===== config.mk =====
export PLATFORM = sky130hd
export DESIGN_NAME = scr_tile_addr
export DESIGN_NICKNAME = d
export VERILOG_FILES = /design/src/rtl/scr_pkg.sv /design/src/rtl/scr_geom.sv /design/src/rtl/scr_addr.sv /design/src/rtl/scr_tile_addr.sv
export SDC_FILE = /design/constraint.sdc
export NUM_CORES = 1
export LEC_CHECK = 0
export ABC_CLOCK_PERIOD_IN_PS = 10650
export BUFFER_PORTS_ARGS = -buffer_cell sky130_fd_sc_hd__buf_2
export CAP_MARGIN = 20
export CORE_MARGIN = 5
export CORE_UTILIZATION = 50
export CTS_BUF_LIST = sky130_fd_sc_hd__clkbuf_2
export DETAILED_ROUTE_END_ITERATION = 10
export PLACE_DENSITY = 0.73
export SLEW_MARGIN = 40
export SYNTH_ARGS = -nofsm -noshare
export SYNTH_HDL_FRONTEND = slang
export SYNTH_HIERARCHICAL = 1
export SYNTH_SLANG_ARGS = --single-unit

===== constraint.sdc =====
create_clock -name clk -period 10.65 [get_ports clk]
set_input_delay 2.13 -clock clk [delete_from_list [all_inputs] [get_ports clk]]
set_output_delay 2.13 -clock clk [all_outputs]
set_load 0.05 [all_outputs]

===== src/rtl/scr_pkg.sv =====
package scr_pkg;

    localparam int ADDR_W = 18;
    localparam int COL_W  = 5;
    localparam int ROW_W  = 5;
    localparam int BASE_SHIFT = 10;

    typedef enum logic [1:0] {H128 = 2'd0, H160 = 2'd1, H192 = 2'd2, H256 = 2'd3} hcode_e;

    typedef struct packed {
        logic [ADDR_W-1:0] base;
        logic [ADDR_W-1:0] size;
        logic [1:0]        cmode;
        hcode_e            eff_h;
    } geom_t;

    function automatic logic [8:0] lines_of(hcode_e h);
        case (h)
            H128:    return 9'd128;
            H160:    return 9'd160;
            H192:    return 9'd192;
            default: return 9'd256;
        endcase
    endfunction

    function automatic logic [5:0] rows_of(hcode_e h);
        return 6'(lines_of(h) >> 3);
    endfunction

    // log2 of bytes per tile for layout
    function automatic logic [2:0] tile_shift(logic [1:0] cm);
        case (cm)
            2'd0:    return 3'd4;
            2'd1:    return 3'd5;
            default: return 3'd6;
        endcase
    endfunction

    // log2 of size multiplier
    function automatic logic [2:0] size_shift(logic [1:0] cm);
        case (cm)
            2'd0:    return 3'd4;
            2'd3:    return 3'd6;
            default: return 3'd5;
        endcase
    endfunction

    function automatic logic [ADDR_W-1:0] screen_bytes(hcode_e h, logic [1:0] cm);
        logic [ADDR_W-1:0] rows;
        rows = ADDR_W'(rows_of(h));
        if (h == H256) return ADDR_W'(32768);
        return rows << (5 + int'(size_shift(cm)));
    endfunction

endpackage


===== src/rtl/scr_geom.sv =====
module scr_geom
    import scr_pkg::*;
#(
    parameter int RAM_BANKS = 2
) (
    input  logic [7:0] base_reg,
    input  logic [7:0] mode_reg,
    input  logic [7:0] plot_opt,
    output geom_t      geom
);
    localparam logic [ADDR_W:0] RAM_LIMIT = (ADDR_W+1)'(RAM_BANKS) << 16;

    hcode_e            raw_h;
    logic [ADDR_W-1:0] size;
    logic [ADDR_W-1:0] base_raw;
    logic [ADDR_W:0]   span_end;

    always_comb begin
        raw_h    = hcode_e'({mode_reg[5], mode_reg[2]});
        size     = screen_bytes(raw_h, mode_reg[1:0]);
        base_raw = ADDR_W'({base_reg, {BASE_SHIFT{1'b0}}});
        span_end = {1'b0, base_raw} + {1'b0, size};

        geom.cmode = mode_reg[1:0];
        geom.size  = size;
        geom.eff_h = plot_opt[4] ? H256 : raw_h;
        if (span_end > RAM_LIMIT)
            geom.base = ADDR_W'(RAM_LIMIT - {1'b0, size});
        else
            geom.base = base_raw;
    end
endmodule


===== src/rtl/scr_addr.sv =====
module scr_addr
    import scr_pkg::*;
(
    input  geom_t              geom,
    input  logic [COL_W-1:0]   tile_col,
    input  logic [ROW_W-1:0]   tile_row,
    output logic [ADDR_W-1:0]  col_addr,
    output logic [ADDR_W-1:0]  tile_addr,
    output logic               row_oob
);
    logic [2:0]        ts;
    logic [5:0]        rows;
    logic [ADDR_W-1:0] col_off;
    logic [ADDR_W-1:0] row_off;
    logic [ADDR_W-1:0] col_w;
    logic [ADDR_W-1:0] row_w;

    always_comb begin
        ts    = tile_shift(geom.cmode);
        rows  = rows_of(geom.eff_h);
        col_w = ADDR_W'(tile_col);
        row_w = ADDR_W'(tile_row);
        if (geom.eff_h == H256) begin
            col_off = (ADDR_W'(tile_col[COL_W-1]) << (int'(ts) + 9))
                    + (ADDR_W'(tile_col[COL_W-2:0]) << (int'(ts) + 4));
            row_off = (ADDR_W'(tile_row[ROW_W-1]) << (int'(ts) + 8))
                    + (ADDR_W'(tile_row[ROW_W-2:0]) << int'(ts));
        end else begin
            col_off = col_w << int'(ts);
            row_off = ADDR_W'(row_w * ADDR_W'(rows)) << int'(ts);
        end
        row_oob   = {1'b0, tile_row} >= rows;
        col_addr  = geom.base + col_off;
        tile_addr = row_oob ? '0 : col_addr + row_off;
    end
endmodule


===== src/rtl/scr_tile_addr.sv =====
module scr_tile_addr
    import scr_pkg::*;
#(
    parameter int RAM_BANKS = 2
) (
    input  logic                clk,
    input  logic                rst,
    input  logic [7:0]          base_reg,
    input  logic [7:0]          mode_reg,
    input  logic [7:0]          plot_opt,
    input  logic [COL_W-1:0]    tile_col,
    input  logic [ROW_W-1:0]    tile_row,
    output logic [ADDR_W-1:0]   col_addr,
    output logic [ADDR_W-1:0]   tile_addr,
    output logic                row_oob,
    output logic [8:0]          eff_height,
    output logic [ADDR_W-1:0]   screen_size
);
    localparam logic [ADDR_W:0] RAM_LIMIT = (ADDR_W+1)'(RAM_BANKS) << 16;

    geom_t             geom;
    logic [ADDR_W-1:0] col_c;
    logic [ADDR_W-1:0] tile_c;
    logic              oob_c;

    scr_geom #(.RAM_BANKS(RAM_BANKS)) u_geom (
        .base_reg (base_reg),
        .mode_reg (mode_reg),
        .plot_opt (plot_opt),
        .geom     (geom)
    );

    scr_addr u_addr (
        .geom      (geom),
        .tile_col  (tile_col),
        .tile_row  (tile_row),
        .col_addr  (col_c),
        .tile_addr (tile_c),
        .row_oob   (oob_c)
    );

    always_ff @(posedge clk) begin
        if (rst) begin
            col_addr    <= '0;
            tile_addr   <= '0;
            row_oob     <= 1'b0;
            eff_height  <= '0;
            screen_size <= '0;
        end else begin
            col_addr    <= col_c;
            tile_addr   <= tile_c;
            row_oob     <= oob_c;
            eff_height  <= lines_of(geom.eff_h);
            screen_size <= geom.size;
        end
    end

    p_height_legal_r2: assert property (@(posedge clk) disable iff (rst)
        1'b1 |=> (eff_height == 9'd128 || eff_height == 9'd160 ||
                  eff_height == 9'd192 || eff_height == 9'd256));

    p_obj_forces_r3: assert property (@(posedge clk) disable iff (rst)
        plot_opt[4] |=> eff_height == 9'd256);

    p_fits_ram_r8: assert property (@(posedge clk) disable iff (rst)
        ({1'b0, geom.base} + {1'b0, geom.size}) <= RAM_LIMIT);

    p_oob_no_addr_r9: assert property (@(posedge clk) disable iff (rst)
        row_oob |-> tile_addr == '0);

    p_full_rows_r9: assert property (@(posedge clk) disable iff (rst)
        eff_height == 9'd256 |-> !row_oob);

endmodule


# Word-level counts from Yosys, hierarchy flattened
# Cells that the tools add are included.
[classes]
n_addsub = 10
mul = 1
div = 0
magnitude_cmp = 2
eq_ne = 8
shifts = 7
n_mux = 12
bitwise_logic = 0
n_reduce_logical = 4
[ops]
columns = ["op", "count"]
rows = [
  ["$mux 18", 5],
  ["$add 18x18->18", 4],
  ["$shl 1x32->18", 2],
  ["$pmux 9 s3", 2],
  ["$shl 4x32->18", 1],
  ["$shl 6x32->18", 1],
  ["$add 18x18->19", 1],
  ["$gt 19x18->1 const B", 1],
  ["$shl 11x3->18", 1],
  ["$shl 4x3->18", 1],
  ["$shl 5x3->18", 1],
  ["$sub 18x18->18 const A", 1],
  ["$mul 5x6->11", 1],
  ["$add 3x4->5 const B", 2],
  ["$eq 2x2->1 const B", 5],
  ["$pmux 2 s2", 2],
  ["$eq 2x1->1 const B", 3],
  ["$ge 5x6->1", 1],
  ["$logic_not 2->1", 3],
  ["$add 3x3->4 const A", 1],
  ["$add 3x3->4 const B", 1],
  ["$mux 3", 1],
  ["$mux 2", 1],
  ["$reduce_or 2->1", 1],
  ["$mux 1", 1],
]
[word_totals]
ff_bits = 64
latch_bits = 0
mem_bits_rw = 0
mem_bits_ro = 0
elab_cells = 49
mem_count = 0

# Logic depth before layout (Yosys ltp)
[logic_depth]
word_depth = 11
ltp_mapped = 28
mapped_depth_nobuf = 27

# Modules after synthesis
# Netlist, hierarchy kept.
[modules_own_cells]
columns = ["module", "n_inst", "cells_per_inst", "area_per_inst_um2", "seq_area_each_um2"]
rows = [
  ["scr_addr", 1, 403, 2880.3, 0.0],
  ["scr_tile_addr", 1, 130, 1631.6, 1181.1],
  ["scr_geom", 1, 121, 967.2, 0.0],
]

# Least setup slack after synthesis
# OpenSTA, ideal clock, no wires.
[synth_path]
path_type = "input to register"
startpoint = "input mode_reg[0]"
endpoint = "register tile_addr[17]"
setup_time_ns = 0.065
arrival_time_ns = 7.584
t_required_ns = 10.585
setup_slack_ns = 3.001
stages = 28
path_buffers = 1
path_cell_list = "inv_1 > ha_1 > clkbuf_1 > nand2b_1 > nor2_1 > o21ai_0 > inv_1 > fa_1 > a211oi_2 > o211ai_1 > a21o_1 > nor4_4 > a21oi_4 > mux2_4 > ha_1 > a21o_1 > o21ai_0 > o211a_1 > nor2_1 > xor2_1 > ha_1 > a21o_1 > a21oi_1 > o21bai_1 > a221o_1 > or4_1 > o21ai_1 > nor2b_1"
[synth_lines]
columns = ["element", "line_no", "text"]
rows = [
  ["from (decl)", "scr_tile_addr.sv:9", "input logic [7:0] mode_reg,"],
  ["to (signal assigned)", "scr_tile_addr.sv:51", "tile_addr <= tile_c;"],
  ["to (decl)", "scr_tile_addr.sv:14", "output logic [ADDR_W-1:0] tile_addr,"],
]

==> summary.txt <==
Outcome
  – Status: finished, final reports clean

Synth
  – Seq cells post-synth: 59
  – Yosys cell types: 76
  – Synthesized area per cell: 8.38 um^2
  – Seq/Total Area, Yosys: 0.216
  – Cells after Synth: 654
  – Dominant synthesized flop cell: dfxtp_1
  – Async SR Flop Fraction: 0
  – YS warnings: 6
  – Syn Std Cell Area: 5480 um^2
  – Number of flops mapped to enable cells by yosys: 0

Final layout
  – Fin cells: 881
  – Net total in the final layout: 850
  – Fin area: 6020 um^2
  – Area delta synth->final: 9.84%
  – Area occupied by multi-input gates: 4010 um^2
  – Fill count: 994
  – Layout cells sized above 1: 0.182
  – Diodes inserted: 0
  – Register area: 1180 um^2
  – Post-layout util: 0.558

Place
  – Detailed placer's ending HPWL: 9630 um
  – Dpl cells: 865
  – Area post-placement: 5910 um^2
  – GP Congestion: 0.887
  – I/O Buffers: 83
  – Worst slack, placed: 1.91 ns

Drt
  – Detail Route Antenna Nets: 0
  – Drc violations: 0
  – DR vias: 4603
  – DR pass1 iterations: 4
  – Drt initial violations: 248
  – DR WL/cell: 13.5 um
  – Routed WL: 11900 um
  – Via density: 5.22

Floorplan
  – Core area: 10800 um^2
  – Die width: 115 um
  – Die Ht: 115 um
  – Die Area: 13200 um^2
  – Starting Density: 0.508
  – I/O Pins: 100
  – Row cnt: 38

STA
  – Tmin final: 8.35 ns
  – Final period util: 0.784
  – Worst rel slew slack: 0.512
  – Endpoints failing hold: 0
  – Hold slack final: 2.09 ns
  – Final worst setup slack: 2.30 ns
  – Actual slew at the worst max-slew pin: 0.730 ns
  – Setup tns final: 0 ns
  – RSZ-0062 raised after global routing: false
  – Fmax: 120 MHz
  – Final setup vio count: 0
  – Fin. max-slew vios: 0

Min path
  – Worst hold start: plot_opt[4]
  – Hold Crit Class: primary input to flop
  – Worst Hold Path EP: eff_height[6]$_SDFF_PP0_
  – Depth of the worst hold-timing path: 3

Clock tree
  – CTS Hold Bufs: 0
  – Clock buffer depth: 2
  – Num Clock Sinks: 59
  – H-tree depth: 3
  – Post-CTS setup-driven buffer insertion count: 0
  – CTS Buf Count: 9
  – CTS tree: built
  – CTS root buffer: clkbuf_2
  – Worst-path clk slew: 0.15 ns
  – Cts repair resizes: 0

Critical path
  – Setup crit end kind: flop
  – CP startpoint kind: primary input
  – Worst endpoint required time: 11.07 ns
  – Crit Path Category: primary input to flop
  – Worst EP arrival: 8.76 ns
  – Crit path max fanout: 33

Global routing
  – Grt ovf: 0
  – First-pass GRT wire length: 19800 um
  – Tot GR Track Use: 0.183
  – Largest net degree at the start of global routing: 60
  – Vias in the first global route: 4332
  – Initial antenna violation count: 0

Flow run
  – Max capacitance violation total: 0

Power and ir drop
  – Leak pwr: 3.03 nW
  – Pwr/cell area: 171 nW/um^2
  – VDD IR max: 0.132 mV
  – Final Power: 1.03 mW
## registers in the layout, indices dropped and copies added (netlist names)
name	count
eff_height	4
row_oob	1
screen_size	18
tile_addr	18
col_addr	18
## where the power goes
part	switching (mW)	internal, mW
clock	0.0760	0.0550
sequential	0.00861	0.259
combinational	0.402	0.227
total	0.487	0.541
## synth_stat cells, types with 5 or more instances
library cell  count  area, um^2
ha_1             68         851
nor2b_1          67         419
dfxtp_1          59        1180
nor2_1           55         206
a21oi_1          35         175
nand2_1          35         131
inv_1            32         120
buf_4            28         210
o21ai_0          28         140
xnor2_1          19         166
and2_1           17         106
xor2_1           16         140
a21o_1           15         113
nor3_1           14        70.1
clkbuf_1         12        45.0
fa_1             10         200
mux2i_1           9        90.1
o21ai_1           8        40.0
o21bai_1          8        60.1
mux2_4            7         105
nand3_1           7        35.0
a211oi_2          5        62.6
and3_1            5        31.3
o21a_1            5        37.5
## worst max-delay path, stage by stage
cell and delay (ns):
buf_2 0.41, inv_1 0.10, ha_1 0.40, nand2b_1 0.19
nor2_1 0.05, o21ai_0 0.30, inv_1 0.15, fa_1 0.47
a211oi_2 0.34, o211ai_1 0.15, a21o_1 0.23, nor4_4 0.34
a21oi_4 0.17, mux2_4 0.33, ha_1 0.23, a21o_1 0.17
o21ai_0 0.31, o211a_1 0.23, nor2_1 0.06, xor2_1 0.16
ha_1 0.39, a21o_1 0.22, a21oi_1 0.15, o21bai_1 0.09
a221o_1 0.37, or4_1 0.40, o21ai_1 0.08, nor2b_1 0.12
## cells by family (layout without fill, tap and decap cells)
group                    count (synthesis)  after routing  share of synthesized area
AND/OR/NAND/NOR                        228            228                      0.223
AO/OA/AOI/OAI                          149            149                      0.188
buffers and inverters                   81            132                     0.0774
adder cells (fa/ha/maj)                 78             78                      0.192
flip-flops                              59             59                      0.216
XOR/XNOR                                35             35                     0.0559
multiplexers                            20             20                     0.0459
other                                    4             40                    0.00274
## final cells by class
class,count,area share
clock buffers,11,0.00915
clock inverters,5,0.00894
multi-input cells,550,0.667
repair buffers,83,0.0694
inverters,33,0.0206
flip-flops and latches,59,0.196
well taps,140,0.0291
## worst max path at each step
stage               slack (ns)        start  cells past startpoint                       end
detailed placement        1.91  mode_reg[1]                     25  tile_addr[17]$_SDFF_PP0_
CTS                       2.45  mode_reg[1]                     25  tile_addr[17]$_SDFF_PP0_
floorplan                 3.00  mode_reg[0]                     28  tile_addr[17]$_SDFF_PP0_
global route              1.96  mode_reg[1]                     25  tile_addr[17]$_SDFF_PP0_
finish                    2.30  mode_reg[1]                     28  tile_addr[17]$_SDFF_PP0_
global placement          2.07  mode_reg[1]                     25  tile_addr[17]$_SDFF_PP0_
## metal layers
| metal | share of wire | global-route usage |
|---|---|---|
| met2 | 0.46 | 0.304 |
| met5 | 0 | 0 |
| met1 | 0.47 | 0.245 |
| met3 | 0.054 | 0.0270 |
| met4 | 0.015 | 0.0578 |
## cells in the final DEF, fill, tap and decap left out, types with 4 or more instances in the layout
cell type  synthesis  final
a211oi_2           5      5
nor3_1            14     14
o21bai_1           8      8
inv_1             32     32
conb_1             4     40
or3_1              4      4
mux2i_1            9      9
dfxtp_1           59     59
xor2_1            16     16
buf_2              4     82
nand3_1            7      7
a211oi_1           4      4
a21o_1            15     15
a21oi_1           35     35
o21ai_1            8      8
nand2_1           35     35
and2_1            17     17
mux2_4             7      7
fa_1              10     10
xnor2_1           19     19
nor3b_1            4      4
clkbuf_2           2     11
and3_1             5      5
o21a_1             5      5
nor2b_1           67     67
nor2_1            55     54
o21ai_0           28     28
ha_1              68     68
(Power assumes the default switching activity.)
